`config.mk`:
```
export PLATFORM = sky130hd
export DESIGN_NAME = jtag_tap_status
export DESIGN_NICKNAME = d
export VERILOG_FILES = /design/src/rtl/jtap_pkg.sv /design/src/rtl/jtap_fsm.sv /design/src/rtl/jtap_ir.sv /design/src/rtl/jtap_dr.sv /design/src/rtl/jtag_tap_status.sv
export SDC_FILE = /design/constraint.sdc
export NUM_CORES = 1
export LEC_CHECK = 0
export BUFFER_PORTS_ARGS = -buffer_cell sky130_fd_sc_hd__buf_4
export CELL_PAD_IN_SITES_DETAIL_PLACEMENT = 1
export CELL_PAD_IN_SITES_GLOBAL_PLACEMENT = 1
export CORE_MARGIN = 2
export CORE_UTILIZATION = 42
export CTS_BUF_LIST = sky130_fd_sc_hd__clkbuf_8
export CTS_CLUSTER_SIZE = 20
export DETAILED_ROUTE_END_ITERATION = 7
export GPL_ROUTABILITY_DRIVEN = 0
export PLACE_DENSITY_LB_ADDON = 0.1
export SYNTH_ARGS = -nofsm -noshare
export SYNTH_HDL_FRONTEND = slang
export SYNTH_HIERARCHICAL = 1
export SYNTH_SLANG_ARGS = --single-unit
```
`constraint.sdc`:
```
create_clock -name tck -period 2.5 [get_ports tck]
set_input_delay 0.5 -clock tck [delete_from_list [all_inputs] [get_ports tck]]
set_output_delay 0.5 -clock tck [all_outputs]
set_load 0.02 [all_outputs]
```
`src/rtl/jtap_pkg.sv`:
```
package jtap_pkg;

  typedef enum logic [3:0] {
    ST_RESET,  ST_IDLE,
    ST_SEL_DR, ST_CAP_DR, ST_SHF_DR, ST_EX1_DR, ST_PAU_DR, ST_EX2_DR, ST_UPD_DR,
    ST_SEL_IR, ST_CAP_IR, ST_SHF_IR, ST_EX1_IR, ST_PAU_IR, ST_EX2_IR, ST_UPD_IR
  } tap_state_e;

  function automatic tap_state_e tap_next(input tap_state_e cur, input logic m);
    tap_state_e nx;
    case (cur)
      ST_RESET:  nx = m ? ST_RESET  : ST_IDLE;
      ST_IDLE:   nx = m ? ST_SEL_DR : ST_IDLE;
      ST_SEL_DR: nx = m ? ST_SEL_IR : ST_CAP_DR;
      ST_CAP_DR: nx = m ? ST_EX1_DR : ST_SHF_DR;
      ST_SHF_DR: nx = m ? ST_EX1_DR : ST_SHF_DR;
      ST_EX1_DR: nx = m ? ST_UPD_DR : ST_PAU_DR;
      ST_PAU_DR: nx = m ? ST_EX2_DR : ST_PAU_DR;
      ST_EX2_DR: nx = m ? ST_UPD_DR : ST_SHF_DR;
      ST_UPD_DR: nx = m ? ST_SEL_DR : ST_IDLE;
      ST_SEL_IR: nx = m ? ST_RESET  : ST_CAP_IR;
      ST_CAP_IR: nx = m ? ST_EX1_IR : ST_SHF_IR;
      ST_SHF_IR: nx = m ? ST_EX1_IR : ST_SHF_IR;
      ST_EX1_IR: nx = m ? ST_UPD_IR : ST_PAU_IR;
      ST_PAU_IR: nx = m ? ST_EX2_IR : ST_PAU_IR;
      ST_EX2_IR: nx = m ? ST_UPD_IR : ST_SHF_IR;
      ST_UPD_IR: nx = m ? ST_SEL_DR : ST_IDLE;
      default:   nx = ST_RESET;
    endcase
    return nx;
  endfunction

endpackage

```
`src/rtl/jtap_fsm.sv`:
```
module jtap_fsm
  import jtap_pkg::*;
(
  input  logic       tck,
  input  logic       trst_n,
  input  logic       tms,
  output tap_state_e state
);

  always_ff @(posedge tck or negedge trst_n) begin
    if (!trst_n) state <= ST_RESET;
    else         state <= tap_next(state, tms);
  end

endmodule

```
`src/rtl/jtap_ir.sv`:
```
module jtap_ir
  import jtap_pkg::*;
#(
  parameter int              IR_W   = 4,
  parameter logic [IR_W-1:0] ID_CMD = 'hE
) (
  input  logic            tck,
  input  logic            trst_n,
  input  tap_state_e      state,
  input  logic            tdi,
  input  logic            status_hi,
  input  logic            status_lo,
  output logic [IR_W-1:0] ir_sr,
  output logic [IR_W-1:0] ir_q,
  output logic            sel_id
);

  localparam int TOP = IR_W - 1;

  logic [IR_W-1:0] cap_pat;

  always_comb begin
    cap_pat        = '0;
    cap_pat[0]     = 1'b1;
    cap_pat[TOP]   = status_hi;
    cap_pat[TOP-1] = status_lo;
  end

  always_ff @(posedge tck or negedge trst_n) begin
    if (!trst_n) begin
      ir_sr <= '0;
    end else if (state == ST_CAP_IR) begin
      ir_sr <= cap_pat;
    end else if (state == ST_SHF_IR) begin
      ir_sr <= {tdi, ir_sr[TOP:1]};
    end
  end

  always_ff @(negedge tck or negedge trst_n) begin
    if (!trst_n) begin
      ir_q <= ID_CMD;
    end else if (state == ST_RESET) begin
      ir_q <= ID_CMD;
    end else if (state == ST_UPD_IR) begin
      ir_q <= ir_sr;
    end
  end

  assign sel_id = (ir_q == ID_CMD);

endmodule

```
`src/rtl/jtap_dr.sv`:
```
module jtap_dr
  import jtap_pkg::*;
#(
  parameter int              ID_W     = 32,
  parameter logic [ID_W-1:0] ID_VALUE = 32'h4C3A_5E27
) (
  input  logic       tck,
  input  logic       trst_n,
  input  tap_state_e state,
  input  logic       tdi,
  input  logic       sel_id,
  output logic       byp_q,
  output logic       dr_so
);

  localparam logic [ID_W-1:0] ID_CAP = {ID_VALUE[ID_W-1:1], 1'b1};

  logic [ID_W-1:0] id_sr;

  always_ff @(posedge tck or negedge trst_n) begin
    if (!trst_n) begin
      id_sr <= '0;
      byp_q <= 1'b0;
    end else if (state == ST_CAP_DR) begin
      if (sel_id) id_sr <= ID_CAP;
      byp_q <= 1'b0;
    end else if (state == ST_SHF_DR) begin
      if (sel_id) id_sr <= {tdi, id_sr[ID_W-1:1]};
      else        byp_q <= tdi;
    end
  end

  assign dr_so = sel_id ? id_sr[0] : byp_q;

endmodule

```
`src/rtl/jtag_tap_status.sv`:
```
module jtag_tap_status
  import jtap_pkg::*;
#(
  parameter int              IR_W     = 4,
  parameter int              ID_W     = 32,
  parameter logic [IR_W-1:0] ID_CMD   = 'hE,
  parameter logic [ID_W-1:0] ID_VALUE = 32'h4C3A_5E27
) (
  input  logic tck,
  input  logic trst_n,
  input  logic tms,
  input  logic tdi,
  input  logic status_hi,
  input  logic status_lo,
  output logic tdo,
  output logic tdo_en
);

  tap_state_e      state_q;
  logic [IR_W-1:0] ir_sr;
  logic [IR_W-1:0] ir_q;
  logic            sel_id;
  logic            byp_q;
  logic            dr_so;

  jtap_fsm u_fsm (
    .tck    (tck),
    .trst_n (trst_n),
    .tms    (tms),
    .state  (state_q)
  );

  jtap_ir #(.IR_W(IR_W), .ID_CMD(ID_CMD)) u_ir (
    .tck       (tck),
    .trst_n    (trst_n),
    .state     (state_q),
    .tdi       (tdi),
    .status_hi (status_hi),
    .status_lo (status_lo),
    .ir_sr     (ir_sr),
    .ir_q      (ir_q),
    .sel_id    (sel_id)
  );

  jtap_dr #(.ID_W(ID_W), .ID_VALUE(ID_VALUE)) u_dr (
    .tck    (tck),
    .trst_n (trst_n),
    .state  (state_q),
    .tdi    (tdi),
    .sel_id (sel_id),
    .byp_q  (byp_q),
    .dr_so  (dr_so)
  );

  always_ff @(negedge tck or negedge trst_n) begin
    if (!trst_n) begin
      tdo    <= 1'b0;
      tdo_en <= 1'b0;
    end else begin
      tdo_en <= (state_q == ST_SHF_IR) || (state_q == ST_SHF_DR);
      if (state_q == ST_SHF_IR)      tdo <= ir_sr[0];
      else if (state_q == ST_SHF_DR) tdo <= dr_so;
      else                           tdo <= 1'b0;
    end
  end

endmodule

```
### Word level (Yosys, flattened, before mapping)

Index checks and enable logic that the tools add are counted.

* shift-type cells: 0
* muxes and demuxes: 27
* multiply operators: 0
* add/sub/neg operators: 0
* reductions and logical operators: 10
* divide/modulo/power cells: 0
* eq/ne operators: 17
* bitwise operators: 0
* $lt $le $gt $ge: 0

Operator list (number)
* $mux 32: 4
* $pmux 4 s12: 1
* $eq 4x4->1 const B: 9
* $mux 4: 8
* $eq 4x3->1 const B: 4
* $mux 1: 9
* $eq 4x2->1 const B: 2
* $mux 2: 3
* $mux 3: 2
* $reduce_bool 2->1: 3
* $eq 4x1->1 const B: 1
* $logic_not 4->1: 1
* $reduce_and 2->1: 2
* $reduce_or 2->1: 2
* $reduce_or 3->1: 1
* $ne 2x2->1 const B: 1
* $logic_or 1x1->1: 1

* memory bits (writable): 0
* bits in read-only memories: 0
* memories: 0
* flip-flop bits (word level): 47
* latch bits: 0
* input bits: 6
* word-level logic and storage cells: 61

### Depth between registers and ports, before layout

Gate-level depths: netlist (run 1).

* word-level depth: 4
* depth in mapped cells: 7
* mapped depth without buffers: 5

### Cells and area by module

The synthesis (run 1) kept the hierarchy.

Modules (own cells, without submodules)
* jtap_dr: instances 1, cells an instance 82, area each 1227.4 µm²
* jtap_ir: instances 1, cells an instance 39, area each 409.1 µm²
* jtap_fsm: instances 1, cells an instance 37, area each 314.1 µm²
* jtag_tap_status: instances 1, cells an instance 8, area each 92.6 µm²

==> results of run 1 <==
power by group:
part           switching, mW  internal (mW)
logic                  0.781          0.908
clock network          0.249          0.299
registers              0.240           1.13
how the worst min path moves through the flow:
stage / from / to
final: trst_n / u_fsm/state[2]$_DFF_PN0_
after global routing: trst_n / u_ir/ir_sr[0]$_DFFE_PN0P_
after CTS: trst_n / u_ir/ir_sr[0]$_DFFE_PN0P_
after detailed placement: trst_n / u_ir/ir_sr[0]$_DFFE_PN0P_
after global placement: trst_n / u_ir/ir_sr[0]$_DFFE_PN0P_
after floorplan: trst_n / u_dr/byp_q$_DFFE_PN0P_
layout by cell type, fill, tap and decap left out, drive strengths merged, types with 3 or more instances in the layout:
cell type  instances
nor3               3
clkbuf             5
o21ai              9
inv               10
a22oi              3
nand2              8
buf               30
dfrtn              3
dfrtp             41
nand3              3
dfstp              3
a21oi              7
nor2               5
o22a              16
a22o              16
cells by family (layout without fill, tap and decap cells):
kind of cell | after synthesis | in the layout
simple gates | 38 | 38
compound gates | 62 | 62
buf+inv | 16 | 47
mux | 3 | 3
flops | 47 | 47
registers in the layout, indices dropped and copies added (netlist names):
name         cells
u_dr/id_sr      32
u_fsm/state      4
u_ir/ir_q        4
u_ir/ir_sr       4
tdo              1
tdo_en           1
u_dr/byp_q       1
critical path, stage by stage, from the launching register on:
cell and delay [ns]:
dfstp_2 0.52, and4_4 0.24, nand2b_4 0.06, or2_4 0.24, buf_6 0.13, o22a_1 0.20
area by class of cell:
class                   count  area, um^2
repair buffers             30         264
well taps                  54        67.6
clock inverters             6        50.0
inverters                   6        22.5
clock buffers               5        68.8
fillers                   489        2250
multi-input cells         103         785
flip-flops and latches     47        1180
layer usage:
layer  vias to the layer above  part of all wire  track usage
met5                         -                 0            0
met3                         2             0.020       0.0412
met4                         0            0.0055       0.0485
met2                        12              0.51        0.277
met1                       723              0.46        0.222
li1                        678                 -            -
what timing repair did:
item                       CTS  global route
setup endpoints to repair   35            35
cloned                       0             1
buffers inserted             1             0
resized for setup            6             7
pin swaps                    6            10
cell usage after synthesis, types with 3 or more instances:
master   number
a21oi_1       6
nor2_1        5
nand2_1       8
a22oi_1       3
o21ai_0       6
a22o_1       16
o21ai_1       3
nand3_1       3
dfstp_2       3
dfrtn_1       3
inv_1         7
o22a_1       16
buf_4         3
dfrtp_1      41
stage by stage:
stage | TNS (ns) | std cells | setup WS [ns] | area (um^2) | hold WS [ns]
2_1_floorplan | -7.85 | 166 | -0.339 | 2060 | 0.204
3_3_place_gp | -7.14 | 239 | -0.252 | 2270 | 0.365
3_5_place_dp | -7.81 | 239 | -0.280 | 2270 | 0.370
4_1_cts | -9.38 | 250 | -0.313 | 2410 | 0.0487
5_1_grt | -10.77 | 251 | -0.350 | 2440 | 0.0447
6_report | -8.95 | 251 | -0.307 | 2440 | 0.0564
==> impl_metrics.yaml, run 1 <==
synthesis:
  ys_top_cells_by_area: "dfrtp_1 (50%), a22o_1 (6.9%), o22a_1 (6.9%)"
  ys_ff_latch: 47
  synthXorXnorAreaFrac: 0
  synthSimpleGateAreaFrac: 0.119
  avgSynthCellArea_um2: 12.3
  syn_area_um2: 2040
  yosysWarnings: 6
  synth_top_family_by_area: "compound AO/OA/AOI/OAI gates"
  synth_top_cell_by_area: "dfrtp_1"
  synth-edff-count: 0
  synth_fa_ha_area_frac: 0
  ys_types: 49
  yosysTopAreaCellShare: 0.502
  seq_area_frac_synth: 0.577
  postSynthCellCount: 166
  synth_ff_type: "dfrtp_1"
  synthMuxAreaShare: 0.0153
  synth_compound_area_frac: 0.239
  async_reset_ff_frac: 1.00
  synth_fp_nets: 172
finish:
  syn2layout_area_growth_pct: 19.3
  drive_above_1_share: 0.289
  nNetsFinal: 202
  postLayoutCoreUtil: 0.519
  n_antenna_cell: 0
power:
  ir_worst_vdd_uv: 635
  power.density_nw_per_um2: 1480
  finalPower_mw: 3.61
  p_leak_nw: 1.12
floorplan:
  ios: 8
  coreArea_um2: 4690
  die-area_um2: 5440
  initial_core_util: 0.435
  fp.dieH_um: 73.8
  fp-row-count: 25
  die_x_um: 73.8
critical_path:
  r2r_end: "u_dr/id_sr[27]$_DFFE_PN0P_"
  cp-start-kind: "flip-flop"
  reg2reg_slack_ns: -0.31
  crit_arrival_ns: 2.98
  endpoint: "u_dr/id_sr[27]$_DFFE_PN0P_"
  cp_max_fo: 7
  r2r_cells: 5
  cp-end-kind: "flip-flop"
  r2r-start: "u_ir/ir_q[1]$_DFFE_NN1P_"
  crit_type: "flip-flop to flip-flop"
  worstPathRequired_ns: 2.67
  crit_start: "u_ir/ir_q[1]$_DFFE_NN1P_"
cts:
  clock_latency_ns: 0.35
  path_clk_slew_ns: 0.08
  cts_sinks: 47
  cts_tree: "done"
  cts_hold_buffers: 0
  h-tree-depth: 2
  root_buffer: "clkbuf_8"
  clockBufferDepth: 2
  numCtsBuffers: 5
status:
  violations: "setup timing"
  status: "finished with violations"
drt:
  drt_iter0_markers: 60
  routed_wl_um: 4180
  vias: 1415
  ant_nets: 0
  drt-wirelength-per-cell_um: 16.6
  firstDrtPassIters: 4
  drc: 0
  vias_per_cell: 5.64
placement:
  place_hpwl_um: 2790
  io_buffer_count: 7
timing:
  worst_slack_ns: -0.307
  worstMarginPinSlew_ns: 0.403
  finalMaxSlewViolations: 0
  hold_viol: 0
  rsz0062_at_grt: "true"
  relSlewSlack: 0.732
  setup_viol: 35
  finClkSkew_ns: 0.0615
global_routing:
  grt_usage: 0.169
  grt_pass1_wl_um: 7100
  grt_overflow: 0
  grt_pass1_vias: 1463
  antenna_found_initial: 0
  grt_max_degree: 34
run:
  maxCapViolations: 0
hold_path:
  worst_hold_path_type: "primary input to asynchronous set/reset pin"
Note: power is estimated with default switching activity, not from simulation.
==> inputs of run 2 (changes only) <==
- CORE_ASPECT_RATIO: default -> 0.7
- CORE_UTILIZATION: 42 -> 40
==> impl_metrics.yaml, run 2 (same netlist as run 1, synthesis figures left out) <==
timing:
  hold_viol: 0
  worst_slack_ns: -0.313
  finalMaxSlewViolations: 0
  worstMarginPinSlew_ns: 0.323
  relSlewSlack: 0.784
  rsz0062_at_grt: "true"
  setup_viol: 35
  finClkSkew_ns: 0.0675
finish:
  postLayoutCoreUtil: 0.512
  layout_commonest_cell: "dfrtp_1"
  final_cell_mix: "dfrtp_1 (40), buf_4 (21), o22a_1 (16), a22o_1 (16)"
  nNetsFinal: 202
  drive_above_1_share: 0.310
  largest_reg_flops: 32
  fillers: 515
  top_register: "u_dr/id_sr"
  post-route-cell-area_um2: 2490
  n_antenna_cell: 0
  syn2layout_area_growth_pct: 21.9
  fin_cells: 266
placement:
  io_buffer_count: 7
  place_inst: 253
  place_hpwl_um: 3080
  placed_area_um2: 2310
critical_path:
  reg2reg_slack_ns: -0.31
  r2r-start: "u_ir/ir_q[2]$_DFFE_NN1P_"
  crit_type: "flip-flop to flip-flop"
  crit_start: "u_ir/ir_q[2]$_DFFE_NN1P_"
  worstPathRequired_ns: 2.73
  crit_arrival_ns: 3.05
  cp_max_fo: 8
  cp-start-kind: "flip-flop"
  cp-end-kind: "flip-flop"
power:
  ir_worst_vdd_uv: 464
  p_leak_nw: 1.12
  finalPower_mw: 3.75
  power.density_nw_per_um2: 1510
cts:
  cts_hold_buffers: 0
  cts_tree: "done"
  root_buffer: "clkbuf_8"
  clockBufferDepth: 2
  numCtsBuffers: 5
  path_clk_slew_ns: 0.09
  h-tree-depth: 2
  clock_latency_ns: 0.35
  cts_sinks: 47
global_routing:
  antenna_found_initial: 0
  grt_usage: 0.168
  grt_pass1_vias: 1532
  grt_max_degree: 26
  grt_overflow: 0
  grt_pass1_wl_um: 7400
hold_path:
  worst_hold_path_type: "primary input to asynchronous set/reset pin"
drt:
  routed_wl_um: 4730
  drc: 0
  vias_per_cell: 5.45
  drt-wirelength-per-cell_um: 17.8
  firstDrtPassIters: 4
  drt_iter0_markers: 51
  ant_nets: 0
  vias: 1449
status:
  status: "finished with violations"
  violations: "setup timing"
floorplan:
  die_x_um: 89.4
  initial_core_util: 0.420
  fp-row-count: 21
  fp.dieH_um: 63.8
  coreArea_um2: 4860
  die-area_um2: 5700
  ios: 8
run:
  maxCapViolations: 0
run 2: final timing paths:
check,endpoint,depth (start not counted)
worst max-delay path,u_dr/id_sr[5]$_DFFE_PN0P_,6
worst min-delay path,u_ir/ir_sr[0]$_DFFE_PN0P_,1
worst max register to register,u_dr/id_sr[5]$_DFFE_PN0P_,6
worst min register to register,u_dr/id_sr[19]$_DFFE_PN0P_,1
max in group asynchronous,u_ir/ir_q[1]$_DFFE_NN1P_,1
min in group tck,u_fsm/state[0]$_DFF_PN0_,2
run 2: per-stage QoR:
stage	hold slack, ns	setup WS (ns)	setup TNS, ns
2_1_floorplan	0.204	-0.339	-7.85
3_3_place_gp	0.415	-0.264	-7.62
3_5_place_dp	0.424	-0.299	-8.43
4_1_cts	0.0970	-0.293	-9.31
5_1_grt	0.102	-0.349	-10.95
6_report	0.0910	-0.313	-9.46
run 2: worst max-delay path: stages, from the launching register on:
cell	delay [ns]
dfstp_2	0.53
and4_4	0.24
nand2b_4	0.06
buf_6	0.12
a21oi_4	0.18
clkbuf_16	0.19
o22a_1	0.12
run 2: layer usage:
layer,track usage,vias up,part of all wire
li1,-,684,-
met1,0.248,746,0.52
met2,0.256,17,0.46
met3,0.0401,2,0.022
met4,0.0299,0,0.0025
met5,0,-,0
run 2: final cells by class:
class,count,area [um^2],area share
clock buffer,6,82.6,0.0331
clock inverter,5,27.5,0.0110
tap,69,86.3,0.0347
inverter,6,22.5,0.00904
sequential,47,1180,0.474
timing repair buffer,30,290,0.117
multi-input combinational,103,801,0.321
run 2: power breakdown:
part           internal, mW  switching, mW  leakage [nW]  total (mW)
combinational          1.01          0.857         0.497        1.87
clock                 0.232          0.266        0.0634       0.498
sequential             1.14          0.254         0.557        1.39
total                  2.38           1.38          1.12        3.75
run 2: timing repair:
action | CTS | global route
cloned | 0 | 2
pin swaps | 2 | 20
gates resized for setup | 6 | 10
setup endpoints to repair | 36 | 36
setup buffers | 0 | 2
==> inputs of run 3 (changes only) <==
- CELL_PAD_IN_SITES_DETAIL_PLACEMENT: 1 -> 0
- CORE_UTILIZATION: 40 -> 47
==> impl_metrics.yaml, run 3 (same netlist as run 1, synthesis figures left out) <==
status:
  status: "finished with violations"
  violations: "setup timing"
global_routing:
  grt_overflow: 0
  grt_pass1_vias: 1385
  grt_pass1_wl_um: 6700
  grt_max_degree: 38
  antenna_found_initial: 0
  grt_usage: 0.178
hold_path:
  worst_hold_path_type: "primary input to asynchronous set/reset pin"
timing:
  hold_viol: 0
  finClkSkew_ns: 0.0690
  hold_slack_ns: 0.0102
  finalMaxSlewViolations: 0
  setup_viol: 35
  worst_slack_ns: -0.328
  relSlewSlack: 0.693
  worstMarginPinSlew_ns: 0.461
  rsz0062_at_grt: "true"
  tns_ns: -9.46
finish:
  drive_above_1_share: 0.298
  nNetsFinal: 203
  fillers: 356
  layout_commonest_cell: "dfrtp_1"
  top_register: "u_dr/id_sr"
  postLayoutCoreUtil: 0.587
  post-route-cell-area_um2: 2500
  final_cell_mix: "dfrtp_1 (41), buf_4 (23), o22a_1 (16), a22o_1 (16)"
  fin_cells: 253
  n_antenna_cell: 0
  largest_reg_flops: 32
  syn2layout_area_growth_pct: 22.2
run:
  maxCapViolations: 0
critical_path:
  cp-end-kind: "flip-flop"
  crit_arrival_ns: 3.01
  crit_family: "flip-flops"
  worstPathRequired_ns: 2.69
  crit_start: "u_ir/ir_q[2]$_DFFE_NN1P_"
  cp_max_fo: 6
  r2r-start: "u_ir/ir_q[2]$_DFFE_NN1P_"
  crit_type: "flip-flop to flip-flop"
  slowest_stage: "dfstp_2"
  cp-start-kind: "flip-flop"
  path_buf_inv: 1
  slowest_delay_ns: 0.52
  crit_chain: "and4_4 > nand2b_4 > a21o_4 > buf_12 > a22o_1"
cts:
  cts_sinks: 47
  path_clk_slew_ns: 0.09
  numCtsBuffers: 5
  cts_tree: "done"
  cts_hold_buffers: 0
  clock_latency_ns: 0.36
  root_buffer: "clkbuf_8"
  clockBufferDepth: 2
  h-tree-depth: 2
drt:
  drc: 0
  drt-wirelength-per-cell_um: 16.2
  vias_per_cell: 5.72
  firstDrtPassIters: 4
  routed_wl_um: 4100
  drt_iter0_markers: 54
  ant_nets: 0
  vias: 1448
placement:
  io_buffer_count: 7
  place_inst: 240
  place_hpwl_um: 2640
  pre_cts_ws_ns: -0.297
  placed_area_um2: 2300
power:
  combPwrFrac: 0.465
  ir_worst_vdd_uv: 795
  p_clk_frac: 0.176
  seqPwrFrac: 0.359
  power.internal_mw: 2.52
  power.density_nw_per_um2: 1540
  switchingPower_mw: 1.32
  p_leak_nw: 1.14
  swShare: 0.343
  finalPower_mw: 3.84
floorplan:
  coreArea_um2: 4250
  initial_core_util: 0.480
  fp.dieH_um: 59.2
  fp-row-count: 20
  die-area_um2: 4900
  ios: 8
  die_x_um: 82.8
-- run 3: worst register-to-register path, delay by kind of cell, from the launching register on --
family	cells	cell delay, ns
flops	1	0.52
compound gates	2	0.42
buf+inv	1	0.14
simple gates	2	0.33
-- run 3: final timing paths --
check                                             end  slack (ns)  cells after the start
setup reg to reg           u_dr/id_sr[16]$_DFFE_PN0P_       -0.33                      5
setup / recovery           u_dr/id_sr[16]$_DFFE_PN0P_       -0.33                      5
min in group tck           u_dr/id_sr[31]$_DFFE_PN0P_        0.44                      2
max in group asynchronous    u_ir/ir_q[1]$_DFFE_NN1P_        1.06                      1
hold reg to reg            u_dr/id_sr[12]$_DFFE_PN0P_        0.50                      1
hold / removal              u_ir/ir_sr[1]$_DFFE_PN0P_        0.01                      1
-- run 3: power by group through the flow --
stage               registers (mW)  clock network, mW  logic, mW
detailed placement            1.39            0.00998       1.61
CTS                           1.37              0.690       1.69
global placement              1.37            0.00998       1.56
global route                  1.43              0.740       1.95
finish                        1.38              0.678       1.79
floorplan                     1.37            0.00998       1.09
-- run 3: final cells by class --
class	instances	area, um^2	share of cell area
Sequential cell	47	1180	0.473
Multi-Input combinational cell	104	793	0.318
Timing Repair Buffer	30	283	0.113
Clock inverter	6	80.1	0.0321
Clock buffer	5	68.8	0.0276
Tap cell	55	68.8	0.0276
Inverter	6	22.5	0.00902
-- run 3: repair_timing --
item	in CTS	in global routing
buffers inserted	1	2
setup endpoints to repair	35	35
cloned	1	1
pin swaps	9	7
gates resized for setup	5	4
endpoints found under the hold margin	0	0
-- run 3: routing by layer --
metal | track usage | vias up | share of wire | wire (um)
met3 | 0.0543 | 4 | 0.046 | 187
met4 | 0.0609 | 0 | 0.0041 | 17
li1 | - | 686 | - | -
met1 | 0.254 | 730 | 0.49 | 2020
met2 | 0.264 | 28 | 0.46 | 1870
met5 | 0 | - | 0 | 0
